$ cat config.mk
export PLATFORM = sky130hd
export DESIGN_NAME = next_pc_unit
export DESIGN_NICKNAME = d
export VERILOG_FILES = /design/src/rtl/npc_pkg.sv /design/src/rtl/npc_step_adder.sv /design/src/rtl/npc_branch_unit.sv /design/src/rtl/npc_jump_unit.sv /design/src/rtl/next_pc_unit.sv
export SDC_FILE = /design/constraint.sdc
export NUM_CORES = 1
export LEC_CHECK = 0
export BUFFER_PORTS_ARGS = -buffer_cell sky130_fd_sc_hd__buf_2
export CAP_MARGIN = 20
export CORE_UTILIZATION = 40
export DETAILED_ROUTE_END_ITERATION = 10
export PLACE_DENSITY = 0.75
export REMOVE_ABC_BUFFERS = 1
export SLEW_MARGIN = 25
export SYNTH_ARGS = -nofsm -noshare
export SYNTH_HDL_FRONTEND = slang
export SYNTH_SLANG_ARGS = --single-unit
$ cat constraint.sdc
create_clock -name vclk -period 8.33
set_input_delay 0.4165 -clock vclk [all_inputs]
set_output_delay 0.4165 -clock vclk [all_outputs]
set_load 0.02 [all_outputs]
$ cat src/rtl/npc_pkg.sv
`timescale 1ns/1ps
package npc_pkg;
  parameter int NPC_XLEN   = 32;
  parameter int NPC_OFF_W  = 16;
  parameter int NPC_JFLD_W = 26;
  parameter int NPC_REG_W  = 5;
  localparam int NPC_REGION_W = NPC_XLEN - NPC_JFLD_W - 2;
  localparam int NPC_CLS_W    = 3;

  typedef enum logic [NPC_CLS_W-1:0] {
    XF_SEQ = 3'd0,
    XF_BEQ = 3'd1,
    XF_BNE = 3'd2,
    XF_JMP = 3'd3,
    XF_JAL = 3'd4,
    XF_JR  = 3'd5
  } xfer_e;

  // Incremented address: one word ahead.
  function automatic logic [NPC_XLEN-1:0] f_step(input logic [NPC_XLEN-1:0] pc);
    return pc + NPC_XLEN'(4);
  endfunction

  // Branch target: incremented PC plus a sign-extended word offset.
  function automatic logic [NPC_XLEN-1:0] f_branch(input logic [NPC_XLEN-1:0] step,
                                                   input logic [NPC_OFF_W-1:0] off);
    logic [NPC_XLEN-1:0] ext;
    ext = {{(NPC_XLEN-NPC_OFF_W-2){off[NPC_OFF_W-1]}}, off, 2'b00};
    return step + ext;
  endfunction

  // Direct jump target: region bits of the incremented PC and the word-aligned field.
  function automatic logic [NPC_XLEN-1:0] f_jump(input logic [NPC_XLEN-1:0] step,
                                                 input logic [NPC_JFLD_W-1:0] fld);
    return {step[NPC_XLEN-1 -: NPC_REGION_W], fld, 2'b00};
  endfunction
endpackage

$ cat src/rtl/npc_step_adder.sv
`timescale 1ns/1ps
module npc_step_adder
  import npc_pkg::*;
#(
  parameter int XLEN = NPC_XLEN
) (
  input  logic [XLEN-1:0] pc_in,
  output logic [XLEN-1:0] pc_step
);
  always_comb begin
    pc_step = f_step(pc_in);
    // the increment is exactly one word, modulo 2^XLEN
    step_word_chk: assert ((pc_step - pc_in) == XLEN'(4))
      else $error("step adder did not advance by one word");
  end
endmodule

$ cat src/rtl/npc_branch_unit.sv
`timescale 1ns/1ps
module npc_branch_unit
  import npc_pkg::*;
#(
  parameter int XLEN  = NPC_XLEN,
  parameter int OFF_W = NPC_OFF_W
) (
  input  logic [XLEN-1:0]  step_pc,
  input  logic [OFF_W-1:0] offset,
  input  logic [XLEN-1:0]  opnd_a,
  input  logic [XLEN-1:0]  opnd_b,
  input  logic             want_eq,
  input  logic             want_ne,
  output logic [XLEN-1:0]  br_target,
  output logic             br_taken
);
  logic same;

  always_comb begin
    same      = (opnd_a == opnd_b);
    br_target = f_branch(step_pc, offset);
    br_taken  = (want_eq & same) | (want_ne & ~same);
    // the distance from the incremented PC is a whole number of words
    br_align_chk: assert (br_target[1:0] == step_pc[1:0])
      else $error("branch target lost word alignment relative to the incremented PC");
  end
endmodule

$ cat src/rtl/npc_jump_unit.sv
`timescale 1ns/1ps
module npc_jump_unit
  import npc_pkg::*;
#(
  parameter int XLEN   = NPC_XLEN,
  parameter int JFLD_W = NPC_JFLD_W
) (
  input  logic [XLEN-1:0]   step_pc,
  input  logic [JFLD_W-1:0] jfield,
  output logic [XLEN-1:0]   jmp_target
);
  localparam int RW = XLEN - JFLD_W - 2;

  always_comb begin
    jmp_target = f_jump(step_pc, jfield);
    // the region comes from the incremented PC
    jmp_region_chk: assert (jmp_target[XLEN-1 -: RW] == step_pc[XLEN-1 -: RW])
      else $error("jump region differs from the incremented PC");
    // direct jump targets are word aligned
    jmp_align_chk: assert (jmp_target[1:0] == 2'b00)
      else $error("jump target not word aligned");
  end
endmodule

$ cat src/rtl/next_pc_unit.sv
`timescale 1ns/1ps
module next_pc_unit
  import npc_pkg::*;
#(
  parameter int XLEN     = NPC_XLEN,
  parameter int OFF_W    = NPC_OFF_W,
  parameter int JFLD_W   = NPC_JFLD_W,
  parameter int REG_W    = NPC_REG_W,
  parameter int LINK_REG = 31
) (
  input  logic [XLEN-1:0]      cur_pc,
  input  logic [JFLD_W-1:0]    instr_lo,
  input  logic [XLEN-1:0]      src_a,
  input  logic [XLEN-1:0]      src_b,
  input  logic [NPC_CLS_W-1:0] xfer_class,
  output logic [XLEN-1:0]      next_pc,
  output logic                 link_we,
  output logic [XLEN-1:0]      link_val,
  output logic [REG_W-1:0]     link_idx
);
  logic [XLEN-1:0] pc_step;
  logic [XLEN-1:0] br_target;
  logic            br_taken;
  logic [XLEN-1:0] jmp_target;
  logic            is_beq, is_bne, is_jmp, is_jal, is_jr;
  xfer_e           cls;

  always_comb begin
    cls    = xfer_e'(xfer_class);
    is_beq = (cls == XF_BEQ);
    is_bne = (cls == XF_BNE);
    is_jmp = (cls == XF_JMP);
    is_jal = (cls == XF_JAL);
    is_jr  = (cls == XF_JR);
  end

  npc_step_adder #(.XLEN(XLEN)) u_step (
    .pc_in  (cur_pc),
    .pc_step(pc_step)
  );

  npc_branch_unit #(.XLEN(XLEN), .OFF_W(OFF_W)) u_br (
    .step_pc  (pc_step),
    .offset   (instr_lo[OFF_W-1:0]),
    .opnd_a   (src_a),
    .opnd_b   (src_b),
    .want_eq  (is_beq),
    .want_ne  (is_bne),
    .br_target(br_target),
    .br_taken (br_taken)
  );

  npc_jump_unit #(.XLEN(XLEN), .JFLD_W(JFLD_W)) u_jmp (
    .step_pc   (pc_step),
    .jfield    (instr_lo),
    .jmp_target(jmp_target)
  );

  always_comb begin
    if (is_jr)                 next_pc = src_a;
    else if (is_jmp || is_jal) next_pc = jmp_target;
    else if (br_taken)         next_pc = br_target;
    else                       next_pc = pc_step;
    link_we  = is_jal;
    link_val = pc_step;
    link_idx = REG_W'(LINK_REG);

    // a link write happens only for jump-and-link
    link_only_jal_chk: assert (!link_we || xfer_class == 3'd4)
      else $error("link write outside jump-and-link");
    // without a transfer the next address is the incremented PC
    fallthru_chk: assert (is_jr || is_jmp || is_jal || br_taken || next_pc == pc_step)
      else $error("fall-through address is not the incremented PC");
    // a register jump takes the source value untouched
    jr_pass_chk: assert (!is_jr || next_pc == src_a)
      else $error("register jump altered its target");
    // a taken branch never coincides with a jump class
    taken_excl_chk: assert (!br_taken || (!is_jmp && !is_jal && !is_jr))
      else $error("branch taken under a jump class");
  end
endmodule

==> results of run 1 <==
==> cell families (layout without fill, tap and decap cells) <==
logic type                 count (synthesis)  in the layout  synth area share, %
muxes                                     12             12                 3.54
other                                      1              5                0.110
xor gates and xnor gates                  83             83                 21.4
adders and majority gates                 37             37                 13.9
AOI/OAI and AO/OA                        159            159                 29.1
buffers and inverters                     37            204                 5.34
and+or+nand+nor                          192            192                 26.6
==> layout make-up <==
| cell class | instances | area [µm²] |
|---|---|---|
| multi-input cells | 488 | 3240 |
| well taps | 105 | 131 |
| fillers | 840 | 3830 |
| inverters | 10 | 37.5 |
| repair buffers | 194 | 981 |
==> placed cells by master (no fill, tap or decap), drive strengths merged, types with 2 or more instances in the layout <==
master,Yosys,routed
a211o,3,3
a211oi,16,16
a21o,18,18
a21oi,49,49
a22oi,3,3
a311oi,2,2
a31oi,3,3
and2,4,4
and3,6,6
buf,14,194
conb,1,5
ha,36,36
inv,10,10
mux2i,12,12
nand2,61,61
nand3,16,16
nand3b,3,3
nand4,15,15
nor2,53,53
nor2b,3,3
nor3,10,10
nor3b,4,4
nor4,8,8
o2111ai,2,2
o211ai,5,5
o21a,2,2
o21ai,38,38
o21bai,6,6
o22ai,5,5
o31ai,3,3
or2,2,2
or3,3,3
xnor2,30,30
xor2,53,53
==> routing by layer <==
metal	wire length (µm)	vias up	track usage (%)
met4	361	0	8.08
met1	5480	2039	34.2
met5	0	-	0
li1	-	2238	-
met3	893	26	2.51
met2	5970	199	49.1
==> where the power goes <==
part           internal (W)  total, W  switching, W
clock                     0         0             0
combinational      0.000128  0.000324      0.000195
sequential                0         0             0
==> worst max-delay path by stage <==
| stage | start | endpoint | slack [ps] | cells after the start |
|---|---|---|---|---|
| CTS | cur_pc[2] | next_pc[29] | 3490 | 17 |
| finish | cur_pc[2] | next_pc[29] | 3430 | 17 |
| detailed placement | cur_pc[2] | next_pc[29] | 3500 | 17 |
| global route | cur_pc[2] | next_pc[31] | 3120 | 17 |
| floorplan | cur_pc[2] | next_pc[29] | 3900 | 14 |
| global placement | cur_pc[2] | next_pc[29] | 3630 | 17 |
==> metrics by stage <==
stage          hold slack [ps]  cells
2_1_floorplan              833    498
3_3_place_gp              1070    797
3_5_place_dp              1070    797
4_1_cts                   1070    797
5_1_grt                   1090    797
6_report                  1070    797
==> key figures, run 1 <==
Global route
  – Largest net degree at the start of global routing: 60
  – First-pass GRT wire length: 19.3 mm
  – Vias in the first global route: 4134
  – Tot GR Track Use: 27.4%
  – Remaining global-route overflow: 0
  – Antenna violations before repair: 0

Routing
  – Final WL: 12.7 mm
  – Drt wl/cell: 15.9 µm
  – DR vias/cell: 5.65
  – Final ANT Viol Nets: 0
  – DRC viols: 0
  – Routed via count: 4502
  – Pre-antenna DRT Iters: 5
  – Detailed Route Iter0 Violations: 157

Final layout
  – FFs & Latches: 0
  – Finished Core Util: 53.4%
  – Final instance area: 4390 µm²
  – Layout clock buffers: 0
  – Fraction of layout cells with a size suffix above 1: 28.8%
  – Nets: 856
  – Synthesis-to-layout area growth: 29.3%
  – Seq. cell area: 0 µm²
  – Antenna diodes: 0

Min path
  – Hold Crit Class: input pin to output pin
  – Hold EP: link_val[0]
  – Hold_sp: cur_pc[0]
  – Hold Path Stages: 2

Timing
  – Max transition margin: 52.2%
  – Final setup viols: 0
  – Max Clock Freq: 0.204 GHz
  – Slack of the critical path: 3430 ps
  – Slew @ Worst Pin: 711 ps
  – Slew Viols, Final: 0
  – RSZ-0062 raised after global routing: no
  – Post-route minimum period: 4900 ps
  – Setup_tns: 0 ps
  – Final worst path period share: 58.8%
  – Final Hold Fails: 0

Power
  – Pleak: 2.13 nW
  – Design Power: 0.000324 W
  – VDD IR max: 0.0000345 V
  – Power per unit of standard cell area: 73.7 nW/µm²

Placed design
  – Placed cell area: 4390 µm²
  – Hpwl dp: 10.7 mm
  – DP Worst Slack: 3500 ps
  – Port Buffers: 190
  – Gpl congestion: 0.932

Synth
  – Synth unique cells: 52
  – List of most frequent post-synthesis cells: 61 x nand2_1, 53 x nor2_1, 53 x xor2_1, 48 x a21oi_1, 36 x ha_1
  – Gate Count Post-Synth: 521
  – Mapped Area: 3390 µm²
  – Yosys top cell area share: 13.7%
  – Synth top area cells: xor2_1 14%, ha_1 13%, xnor2_1 7.7%, a21oi_1 7.1%, nand2_1 6.7%
  – Register area share after synthesis: 0%
  – Synth area leader: xor2_1
  – Syn. warnings: 0
  – Count leader, synth: nand2_1
  – Syn_area_per_cell: 6.52 µm²

Worst setup path
  – Critical Path Source Type: input pin
  – Critical Path RT: 7910 ps
  – Setup crit end kind: output pin
  – Critical-path cell list: buf_2 -> ha_1 -> nand4_1 -> nor3_2 -> nand4_1 -> xnor2_1 -> ha_1 -> a21o_1 -> a21o_1 -> a2111oi_0 -> o22ai_1 -> or2_1 -> a21o_1 -> a211o_1 -> nand2_1 -> a211oi_1 -> buf_2
  – WP data arrival: 4480 ps
  – Setup CP Type: input pin to output pin
  – CP Max Fanout: 6
  – Most frequent CP cell: a21o_1
  – Slowest-stage cell, CP: nor3_2
  – Buf+Inv Stages, Crit Path: 2
  – Top delay family on crit path: compound AO/OA/AOI/OAI gates
  – Worst path max stage delay: 430 ps

Die
  – I/O pin count: 195
  – Core Region: 8220 µm²
  – Die ar.: 8860 µm²
  – Initial Utilization: 41.3%
  – Std cell rows: 33
  – Die Y: 94.1 µm
  – Die X: 94.1 µm

Outcome
  – Status: completed

CTS
  – Post-cts sizing count: 0
  – CTS Hold Bufs: 0
  – Post-CTS setup buffer count: 0

Run
  – Number of max-cap violations: 0
Note: power is estimated with default switching activity, not from simulation.
==> inputs of run 2 (changes only) <==
clock period = 5 ns   (was 8.33 ns; I/O delays follow)
==> key figures, run 2 (synthesis gave the netlist of run 1 again) <==
Final layout
  – Fraction of layout cells with a size suffix above 1: 28.8%
  – Antenna diodes: 0
  – Seq. cell area: 0 µm²
  – Layout clock buffers: 0
  – Fin cells: 797
  – Commonest non-fill, non-tap cell in the layout: buf_2
  – Nets: 856
  – Synthesis-to-layout area growth: 29.7%
  – FFs & Latches: 0
  – Finished Core Util: 53.6%
  – Most frequent cells in the layout: 190 x buf_2, 61 x nand2_1, 53 x nor2_1, 53 x xor2_1, 48 x a21oi_1

Worst setup path
  – CP Max Fanout: 6
  – Critical Path RT: 4750 ps
  – Critical Path Source Type: input pin
  – Setup CP Type: input pin to output pin
  – WP data arrival: 4280 ps
  – Setup crit end kind: output pin

Timing
  – Slew Viols, Final: 0
  – Final Hold Fails: 0
  – RSZ-0062 raised after global routing: no
  – Slew @ Worst Pin: 746 ps
  – Max Clock Freq: 0.221 GHz
  – Post-route minimum period: 4530 ps
  – Final worst path period share: 90.7%
  – Setup_tns: 0 ps
  – Max transition margin: 50.2%
  – Slack of the critical path: 465 ps
  – Final setup viols: 0

Routing
  – Drt wl/cell: 16.0 µm
  – DRC viols: 0
  – Final ANT Viol Nets: 0
  – Detailed Route Iter0 Violations: 179
  – Final WL: 12.8 mm
  – Pre-antenna DRT Iters: 5
  – DR vias/cell: 5.62
  – Routed via count: 4482

CTS
  – Post-cts sizing count: 0
  – Post-CTS setup buffer count: 0
  – CTS Hold Bufs: 0

Die
  – Die ar.: 8860 µm²
  – Core Region: 8220 µm²
  – Initial Utilization: 41.3%
  – Die X: 94.1 µm
  – Die Y: 94.1 µm
  – Std cell rows: 33
  – I/O pin count: 195

Global route
  – Tot GR Track Use: 27.5%
  – First-pass GRT wire length: 19.3 mm
  – Antenna violations before repair: 0
  – Remaining global-route overflow: 0
  – Largest net degree at the start of global routing: 37
  – Vias in the first global route: 4035

Power
  – VDD IR max: 0.0000566 V
  – Power per unit of standard cell area: 123 nW/µm²
  – Design Power: 0.000542 W
  – Pleak: 2.14 nW

Placed design
  – Hpwl dp: 10.7 mm
  – Port Buffers: 190
  – Placed cells: 797
  – DP Worst Slack: 569 ps
  – Gpl congestion: 0.934

Min path
  – Hold_sp: cur_pc[0]
  – Hold Crit Class: input pin to output pin
  – Hold Path Stages: 2
  – Hold EP: link_val[0]

Run
  – Number of max-cap violations: 0

Outcome
  – Status: completed
==> run 2: changes by cell type in the layout (fill, tap and decap cells not counted) <==
cell,before,now
buf_12,0,1
buf_4,4,3
==> run 2: final cells by class <==
class | instances | area [µm²]
Fill cell | 844 | 3810
Tap cell | 105 | 131
Inverter | 10 | 37.5
Timing Repair Buffer | 194 | 993
Multi-Input combinational cell | 488 | 3240
==> run 2: worst max-delay path by stage <==
stage              start          end  slack, ps  cells past startpoint
3_5_place_dp   cur_pc[2]  next_pc[29]        570                     17
2_1_floorplan  cur_pc[2]  next_pc[29]        900                     14
3_3_place_gp   cur_pc[2]  next_pc[29]        670                     17
5_1_grt        cur_pc[2]  next_pc[29]        110                     17
4_1_cts        cur_pc[2]  next_pc[29]        550                     17
6_report       cur_pc[2]  next_pc[29]        470                     17
==> run 2: power by group <==
group	internal (W)	total, W	switching (W)
Sequential	0	0	0
Clock	0	0	0
Combinational	0.000215	0.000542	0.000327
Total	0.000215	0.000542	0.000327
==> run 2: worst max-delay path, cell delays in order <==
cell and delay [ps]:
buf_2 110, ha_1 210, nand4_1 240, nor3_2 460, nand4_1 320, xnor2_1 320
ha_1 330, a21o_1 190, a21o_1 200, a2111oi_0 400, o22ai_1 160, or2_1 300
a21o_1 190, a211o_1 280, nand2_1 70, a211oi_1 60, buf_2 170
==> run 2: through the flow <==
step	instance area (µm²)	hold slack, ps
2_1_floorplan	3270	500
6_report	4400	737
4_1_cts	4400	736
3_3_place_gp	4400	735
5_1_grt	4400	756
3_5_place_dp	4400	735
==> run 2: metal layers <==
layer / up-vias / wire [µm] / track usage [%]
met5: - / 0 / 0
met4: 0 / 293 / 5.90
li1: 2241 / - / -
met3: 24 / 977 / 2.27
met2: 199 / 5980 / 49.6
met1: 2018 / 5520 / 35.1
